$ cat src/rtl/adcbuf_pkg.sv
package adcbuf_pkg;
   localparam int TAG_W = 4;
   localparam int VAL_W = 12;
   localparam int WORD_W = TAG_W + VAL_W;
   typedef struct packed {
      logic [TAG_W-1:0] tag;
      logic [VAL_W-1:0] val;
   } word_t;
endpackage

$ cat src/rtl/adcbuf_store.sv
module adcbuf_store #(
   parameter int DEPTH = 64,
   parameter int WIDTH = 16,
   localparam int AW = $clog2(DEPTH),
   localparam int CW = $clog2(DEPTH + 1)
) (
   input  logic             clk,
   input  logic             rst_n,
   input  logic             push,
   input  logic             pop_req,
   input  logic [WIDTH-1:0] din,
   output logic [WIDTH-1:0] dout,
   output logic [CW-1:0]    count,
   output logic             evict
);
   initial begin : elab_chk
      assert ((1 << AW) == DEPTH) else $error("DEPTH must be a power of two");
      assert (DEPTH >= 2) else $error("DEPTH too small");
   end

   logic [WIDTH-1:0] mem [DEPTH];
   logic [AW-1:0]    wptr, rptr;
   logic             full, empty, do_pop, adv_r;

   assign full   = (count == CW'(DEPTH));
   assign empty  = (count == '0);
   assign do_pop = pop_req & ~empty;
   assign evict  = push & full & ~do_pop;
   assign adv_r  = do_pop | evict;
   assign dout   = empty ? '0 : mem[rptr];

   always_ff @(posedge clk) begin
      if (push) mem[wptr] <= din;
   end

   always_ff @(posedge clk) begin
      if (!rst_n) begin
         wptr  <= '0;
         rptr  <= '0;
         count <= '0;
      end else begin
         if (push)  wptr <= wptr + 1'b1;
         if (adv_r) rptr <= rptr + 1'b1;
         if (push && !do_pop && !full)  count <= count + 1'b1;
         else if (do_pop && !push)      count <= count - 1'b1;
      end
   end

   AST_LEVEL_CAP: assert property (@(posedge clk) disable iff (!rst_n)
      count <= CW'(DEPTH));
   AST_FULL_STAYS: assert property (@(posedge clk) disable iff (!rst_n)
      (push && !pop_req && count == CW'(DEPTH)) |=> count == CW'(DEPTH));
   AST_RDWR_LEVEL: assert property (@(posedge clk) disable iff (!rst_n)
      (push && pop_req && count != '0) |=> $stable(count));
   AST_EMPTY_RD: assert property (@(posedge clk) disable iff (!rst_n)
      (pop_req && !push && count == '0) |=> count == '0);
endmodule

$ cat src/rtl/adcbuf_range.sv
module adcbuf_range #(
   parameter int  VAL_W  = 12,
   parameter int  TAG_W  = 4,
   parameter bit  ENABLE = 1'b1,
   localparam int STEPS  = 1 << TAG_W
) (
   input  logic             valid,
   input  logic [VAL_W-1:0] value,
   input  logic [TAG_W-1:0] step,
   input  logic [VAL_W-1:0] limit,
   input  logic [STEPS-1:0] mask,
   output logic             hit
);
   generate
      if (ENABLE) begin : g_chk
         assign hit = valid & mask[step] & (value > limit);
      end else begin : g_nochk
         logic unused;
         assign unused = ^{valid, value, step, limit, mask};
         assign hit    = 1'b0;
      end
   endgenerate
endmodule

$ cat src/rtl/adcbuf_flag.sv
module adcbuf_flag (
   input  logic clk,
   input  logic rst_n,
   input  logic set,
   input  logic clr,
   output logic q
);
   always_ff @(posedge clk) begin
      if (!rst_n)    q <= 1'b0;
      else if (set)  q <= 1'b1;
      else if (clr)  q <= 1'b0;
   end

   AST_FLAG_SET: assert property (@(posedge clk) disable iff (!rst_n)
      set |=> q);
   AST_FLAG_CLR: assert property (@(posedge clk) disable iff (!rst_n)
      (clr && !set) |=> !q);
   AST_FLAG_HOLD: assert property (@(posedge clk) disable iff (!rst_n)
      (q && !clr) |=> q);
endmodule

$ cat src/rtl/tagged_adc_fifo.sv
module tagged_adc_fifo
   import adcbuf_pkg::*;
#(
   parameter int  DEPTH     = 64,
   parameter bit  RANGE_CHK = 1'b1,
   localparam int CW        = $clog2(DEPTH + 1),
   localparam int STEPS     = 1 << TAG_W
) (
   input  logic              clk,
   input  logic              rst_n,
   input  logic              wr_en,
   input  logic [VAL_W-1:0]  wr_value,
   input  logic [TAG_W-1:0]  wr_step,
   input  logic              rd_en,
   output logic [WORD_W-1:0] rd_data,
   output logic [CW-1:0]     level,
   input  logic [VAL_W-1:0]  chk_max,
   input  logic [STEPS-1:0]  chk_mask,
   input  logic              ovr_clr,
   input  logic              oor_clr,
   output logic              ovr_flag,
   output logic              oor_flag
);
   word_t wword;
   logic  evict, range_hit;
   logic [1:0] f_set, f_clr, f_q;

   assign wword.tag = wr_step;
   assign wword.val = wr_value;

   adcbuf_store #(.DEPTH(DEPTH), .WIDTH(WORD_W)) store_i (
      .clk(clk), .rst_n(rst_n), .push(wr_en), .pop_req(rd_en),
      .din(wword), .dout(rd_data), .count(level), .evict(evict));

   adcbuf_range #(.VAL_W(VAL_W), .TAG_W(TAG_W), .ENABLE(RANGE_CHK)) range_i (
      .valid(wr_en), .value(wr_value), .step(wr_step),
      .limit(chk_max), .mask(chk_mask), .hit(range_hit));

   assign f_set = {range_hit, evict};
   assign f_clr = {oor_clr, ovr_clr};

   generate
      for (genvar k = 0; k < 2; k++) begin : g_flag
         adcbuf_flag flag_i (.clk(clk), .rst_n(rst_n),
            .set(f_set[k]), .clr(f_clr[k]), .q(f_q[k]));
      end
   endgenerate

   assign ovr_flag = f_q[0];
   assign oor_flag = f_q[1];

   AST_EMPTY_ZERO: assert property (@(posedge clk) disable iff (!rst_n)
      (level == '0) |-> rd_data == '0);
   AST_NO_OVR_SWAP: assert property (@(posedge clk) disable iff (!rst_n)
      (wr_en && rd_en && !ovr_flag && !ovr_clr) |=> !ovr_flag);
   AST_OVR_ON_FULL: assert property (@(posedge clk) disable iff (!rst_n)
      (wr_en && !rd_en && level == CW'(DEPTH)) |=> ovr_flag);
endmodule

$ cat config.mk
export PLATFORM = sky130hd
export DESIGN_NAME = tagged_adc_fifo
export DESIGN_NICKNAME = d
export VERILOG_FILES = /design/src/rtl/adcbuf_pkg.sv /design/src/rtl/adcbuf_store.sv /design/src/rtl/adcbuf_range.sv /design/src/rtl/adcbuf_flag.sv /design/src/rtl/tagged_adc_fifo.sv
export SDC_FILE = /design/constraint.sdc
export NUM_CORES = 1
export LEC_CHECK = 0
export ABC_AREA = 1
export CAP_MARGIN = 20
export CELL_PAD_IN_SITES_DETAIL_PLACEMENT = 1
export CELL_PAD_IN_SITES_GLOBAL_PLACEMENT = 1
export CORE_MARGIN = 2
export CORE_UTILIZATION = 24
export CTS_CLUSTER_SIZE = 30
export DETAILED_ROUTE_END_ITERATION = 7
export PLACE_DENSITY = 0.51
export REMOVE_ABC_BUFFERS = 1
export SLEW_MARGIN = 20
export SYNTH_ARGS = -nofsm -noshare
export SYNTH_HDL_FRONTEND = slang
export SYNTH_HIERARCHICAL = 1
export SYNTH_SLANG_ARGS = --single-unit
$ cat constraint.sdc
create_clock -name clk -period 11.95 [get_ports clk]
set_clock_uncertainty 0.1 [all_clocks]
set_input_delay 3.585 -clock clk [delete_from_list [all_inputs] [get_ports clk]]
set_output_delay 3.585 -clock clk [all_outputs]
set_load 0.005 [all_outputs]
* After elaboration in Yosys (flattened, before gate mapping)
Memory sizes are Yosys's and may differ from the RTL's. A register that Yosys moved wholly into a read port is not among the register bits.
Cells that the tools add are included.
Widths: inputs -> output; s select.
** Storage, ports and cells
- Input bits :: 50
- Output and inout port bits :: 25
- Bits in writable memories :: 1024
- Bits in registers :: 21
- Memories kept :: 1
** Operators by class
- Mux-type cells :: 13
- Reductions and logical operators :: 10
- Magnitude comparators :: 2
- Bitwise logic cells :: 8
- Equal/unequal tests :: 1
- Add/sub/neg operators :: 4
** Memories
- store_i.mem :: depth 64, bits a word 16, rd ports 1, clocked after Yosys merged registers in 1, write ports 1, RTL line adcbuf_store.sv:21 : logic [WIDTH-1:0] mem [DEPTH];
** Operators with widths (count)
- $mux 16 :: 1
- $mux 7 :: 2
- $add 6x1->6 const B :: 2
- $gt 12x12->1 :: 1
- $mux 6 :: 2
- $add 7x1->7 const B :: 1
- $eq 7x7->1 const B :: 1
- $logic_not 7->1 :: 1
- $mux 1 :: 7
- $sub 7x1->7 const B :: 1
- $reduce_bool 2->1 :: 3
- $and 1x1->1 :: 5
- $lt 4x5->1 const B :: 1
- $bmux 1 s4 :: 1
- $logic_and 1x1->1 :: 3
- $logic_not 1->1 :: 3
- $not 1->1 :: 2
- $or 1x1->1 :: 1

* Depth between registers and ports, before layout
- Depth after elaboration :: 8
- Depth in mapped cells :: 14
- Gate-level depth less buffers :: 14

* Cells and area by module
The synthesis kept the hierarchy.
** By module, submodules not included
- adcbuf_store :: times used 1, seq. area each 31250.0 um2, area each 42762.3 um2, cells each 3657
- adcbuf_range :: times used 1, seq. area each 0.0 um2, area each 613.1 um2, cells each 113
- adcbuf_flag :: times used 2, seq. area each 20.0 um2, area each 43.8 um2, cells each 6

* Least setup slack after synthesis
OpenSTA, ideal clock, no wires.
- Kind :: input to register
- From :: input port wr_en
- To :: memory store_i.mem[44][0], enable pin
- Stages on the path :: 4
- Path buffers :: 0
- Arrival :: 5.802 ns
- Slack :: 5.617 ns
- Setup time :: 0.430 ns
- Cell sequence :: clkinv_1 > nor4_1 > inv_1 > nor4_1
** Between the ends
- Word-level cells in the longest chain between the ends :: 2
** RTL lines
- start: declaration :: RTL line tagged_adc_fifo.sv:11 : input logic wr_en,
- $mux 1 :: RTL line adcbuf_store.sv:33 : if (push) mem[wptr] <= din;
- $mux 1 (implied by the code) :: RTL line adcbuf_store.sv:33
- end: declaration :: RTL line adcbuf_store.sv:21
Every way passes these cells.

==> results_tabular.tex <==
\begin{tabular}{lr}
\hline
Metric & Value \\
\hline
\multicolumn{2}{l}{\textbf{Synth}} \\
Synthesized area divided by synthesized cell count & between 10 and 15 sq um \\
Most used flip-flop cell after synthesis & sky130\_fd\_sc\_hd\_\_edfxtp\_1 \\
Compound-Gate Fraction of Synth Area & 0.711\% \\
Async S/R FF share, synth & 0\% \\
Yosys top cell by area & sky130\_fd\_sc\_hd\_\_edfxtp\_1 \\
Synth cell types & 37 \\
Post-synthesis mux area share & 0\% \\
Number of synthesis warnings & 6 \\
Number of enable-type register cells in the synthesized netlist & approximately 1000 \\
Post-Synth XOR/XNOR Area & less than 1\% \\
Combinational family with the most area after synthesis & simple AND/OR/NAND/NOR gates \\
Proportion of netlist area held by the largest area contributor & between 70\% and 80\% \\
Post-Synthesis Cell Area & 0.0435 sq mm \\
Most frequent cell after synthesis & sky130\_fd\_sc\_hd\_\_nand2\_1 \\
Post-synthesis sequential area ratio & 72.0\% \\
Adder and majority cell fraction of the synthesized area & less than 1\% \\
Most instantiated cells after synthesis & sky130\_fd\_sc\_hd\_\_nand2\_1 (1346), sky130\_fd\_sc\_hd\_\_edfxtp\_1 (1024), sky130\_fd\_sc\_hd\_\_nand3\_1 (884) \\
Simple-gate share of the synthesized area & approximately 23\% \\
Post-Synthesis Cells & approximately 3800 \\
\#FFs+latches synth & roughly 1100 \\
Most area-consuming cells after synthesis & sky130\_fd\_sc\_hd\_\_edfxtp\_1 (71\%), sky130\_fd\_sc\_hd\_\_nand2\_1 (12\%), sky130\_fd\_sc\_hd\_\_nand3\_1 (10\%) \\
\multicolumn{2}{l}{\textbf{Global routing}} \\
Grt total ovfl & 0 \\
Vias in the first global route & 29500 \\
Tot GR Track Use & 16.1\% \\
Pin count of the biggest net entering global routing & 230 \\
First-pass GRT wire length & approximately 220000 um \\
Antenna violations before repair & 12 \\
\multicolumn{2}{l}{\textbf{Flow run}} \\
Count of max-cap constraint violations & 0 \\
\multicolumn{2}{l}{\textbf{Clock network}} \\
Clock insertion delay at the later pin of the skew report & 0.74 ns \\
Clock tree sinks & 1051 \\
H-Tree Level Count & 3 \\
Total clock buffers created by CTS & $\sim$120 \\
Post-CTS Resized & 0 \\
Clock Root Buffer & sky130\_fd\_sc\_hd\_\_clkbuf\_16 \\
Number of buffers on the longest clock path & 3 \\
Clock-pin slew on the worst setup and hold paths & around 0.06 ns \\
Setup Fix Bufs, Post-CTS & 0 \\
Clock tree from TritonCTS & done \\
Hold buffer count at cts & 0 \\
\multicolumn{2}{l}{\textbf{Critical path}} \\
WS Path Type & flop to output pin \\
CP max-delay cell & sky130\_fd\_sc\_hd\_\_buf\_4 \\
Buf/Inv on CP & 4 \\
Reg2Reg Capture Point & store\_i/mem[42][6]\$\_DFFE\_PP\_ \\
Endpoint arrival time on the critical path & 4.73 ns \\
Capture point of the worst path & rd\_data[9] \\
Critical path launch point type & flop \\
CP delay by family, top & buffers and inverters \\
Startpoint of the lowest-slack register-to-register path & store\_i/wptr[3]\$\_SDFFE\_PN0P\_ \\
Worst stage delay on the critical path & about 0.80 ns \\
R2R depth & 5 \\
Cell chain of the critical path & inv\_8 -> buf\_4 -> buf\_4 -> nand3\_1 -> nand3\_1 -> nand2\_1 -> nand2\_1 -> nand3\_1 -> nand3\_1 -> a21oi\_1 -> clkdlybuf4s50\_1 \\
Type of destination of the critical path & output pin \\
Register-to-register path setup slack & around 9.0 ns \\
Most used cell, CP & sky130\_fd\_sc\_hd\_\_nand3\_1 \\
Data required time at the worst endpoint & slightly above 8 ns \\
Number of stages on the worst setup path & 11 \\
Maximum fanout encountered on the critical timing path & 104 \\
\multicolumn{2}{l}{\textbf{STA}} \\
Post-route fraction of the period consumed by the critical path & just over 70\% \\
Highest achievable clock rate & 0.119 GHz \\
Number of hold violations in the final report & 0 \\
RSZ-0062 raised after global routing & false \\
Slew headroom & between 20\% and 30\% \\
Measured slew at the worst slew-check pin & approximately 1.1 ns \\
Final setup fails & 0 \\
Setup\_tns & 0 ns \\
Max-slew violation count & 0 \\
Post-layout min period & between 8 and 9 ns \\
\multicolumn{2}{l}{\textbf{Min path}} \\
Worst Hold Launch & g\_flag[1].flag\_i/q\$\_SDFFE\_PN0P\_ \\
Worst min path class & flop to flop \\
\multicolumn{2}{l}{\textbf{Final layout}} \\
Non-Filler Instances & 6323 \\
Synth-to-Final Area Change & 16.2\% \\
Util after Layout & 28.0\% \\
Nets@finish & approximately 4000 \\
Layout cells sized above 1 & 8.70\% \\
Fill cell instance count of the final layout & about 20000 \\
Final instance area & 0.0505 sq mm \\
\multicolumn{2}{l}{\textbf{Power}} \\
Leakage Power & $\sim$18 nW \\
Pwr per Cell Area & approximately 190 mW/mm\^{}2 \\
Worst-case vdd ir drop & between 0.1 and 0.15 mV \\
\multicolumn{2}{l}{\textbf{Routing}} \\
Average wire per cell in the routed design & between 20 and 25 um \\
Antenna violation net count after detailed routing & 0 \\
Final routed DRC violation total & 0 \\
Final routed wirelength across all metal layers & between 150000 and 200000 um \\
DRT iter0 DRCs & 2445 \\
Number of optimization iterations in the first detailed-route pass & 5 \\
Routed metal-1 wire length & just under 70000 um \\
Highest layer used for signal routing & met4 \\
DR vias & $\sim$29000 \\
Wire length on met2 & 72000 um \\
Vias per std cell & between 4 and 5 \\
Routed met3 length & 6680 um \\
\multicolumn{2}{l}{\textbf{Run status}} \\
Run status & completed \\
\multicolumn{2}{l}{\textbf{Die}} \\
Area of the die & about 0.18 sq mm \\
Boundary pin count & 75 \\
Initial Utilization & about a quarter \\
Die H & around 430 um \\
Horizontal die dimension & roughly 430 um \\
Placeable core area & approximately 0.18 sq mm \\
Floorplan row count & $\sim$160 \\
\multicolumn{2}{l}{\textbf{Placed design}} \\
Placed wire-length estimate & 84400 um \\
Placed instance area & approximately 0.047 sq mm \\
Placed cell count & between 6000 and 7000 \\
Port Buffer Count & 74 \\
Final RePlAce weighted congestion & 0.777 \\
\hline
\end{tabular}
## metal layers
layer  global-route usage (%)  up-vias
met1                     22.2    15200
met4                     4.20        0
met5                        0        -
li1                         -    13400
met3                     1.97      178
met2                     26.7      656
## tightest hold or removal path: stages (launching register included)
cell and delay (ns):
sky130_fd_sc_hd__dfxtp_1 0.31, sky130_fd_sc_hd__nand2_1 0.07, sky130_fd_sc_hd__a21oi_2 0.05
## state kept, by name, indices dropped and copies added (netlist names), named ones only
| name | cells |
|---|---|
| g_flag.flag_i/q | 2 |
| store_i/rptr | 6 |
| store_i/mem | 1024 |
| store_i/count | 7 |
| store_i/wptr | 6 |
## kinds of logic (layout without fill, tap and decap cells)
family | Yosys count | count (layout)
other | 0 | 9
adder cells (fa/ha/maj) | 21 | 21
XOR/XNOR | 3 | 3
AO/OA/AOI/OAI | 58 | 58
AND/OR/NAND/NOR | 2347 | 2347
buffers and inverters | 302 | 464
flip-flops | 1051 | 1051
## worst min-delay path by stage
| stage | endpoint | cells past startpoint | slack (ns) |
|---|---|---|---|
| 2_1_floorplan | flop | 2 | 0.34 |
| 3_3_place_gp | g_flag[0].flag_i/q$_SDFFE_PN0P_ | 2 | 0.36 |
| 3_5_place_dp | g_flag[1].flag_i/q$_SDFFE_PN0P_ | 2 | 0.37 |
| 4_1_cts | g_flag[1].flag_i/q$_SDFFE_PN0P_ | 2 | 0.38 |
| 5_1_grt | g_flag[0].flag_i/q$_SDFFE_PN0P_ | 2 | 0.41 |
| 6_report | g_flag[1].flag_i/q$_SDFFE_PN0P_ | 2 | 0.37 |
## through the flow
stage,power (mW),worst slack (ns),hold WS [ns]
CTS,9.91,3.45,0.380
global route,10.2,3.26,0.411
floorplan,5.72,-7.14,0.336
detailed placement,6.44,4.26,0.367
finish,9.78,3.54,0.374
global placement,6.43,4.22,0.358
## cell usage in the layout, fill, tap and decap left out, drive strengths merged
cell type      Yosys  routed
nor2              90      90
nand2           1352    1352
xnor2              1       1
ha                20      20
a211oi             1       1
edfxtp          1024    1024
and2               1       1
or2                2       2
diode              0       9
buf              195     124
clkinv             2      48
clkbuf            34     155
clkdlybuf4s50      0      58
fa                 1       1
bufinv             0       6
clkinvlp           0       1
o21ai             15      15
dfxtp             27      27
nor4               2       2
xor2               2       2
a21o               1       1
nand3            888     888
a41oi              1       1
a21oi             39      39
inv               71      72
nand4              3       3
nor3               8       8
and3               1       1
o21bai             1       1
## area by class of cell
class                           instances  area, sq um  share of cell area, %
Clock buffer                          155         3110                   6.16
Tap cell                             2370         2970                   5.87
Multi-Input combinational cell       2429        10800                   21.3
Clock inverter                         54          473                  0.936
Inverter                               73          322                  0.637
Sequential cell                      1051        31300                   62.0
Antenna cell                            9         22.5                 0.0446
Timing Repair Buffer                  182         1550                   3.08
## where the power goes
part	switching [mW]	internal [mW]
Sequential	0.0568	4.07
Combinational	1.57	0.625
Clock	1.51	1.95
Total	3.13	6.64
(Power assumes the default switching activity.)
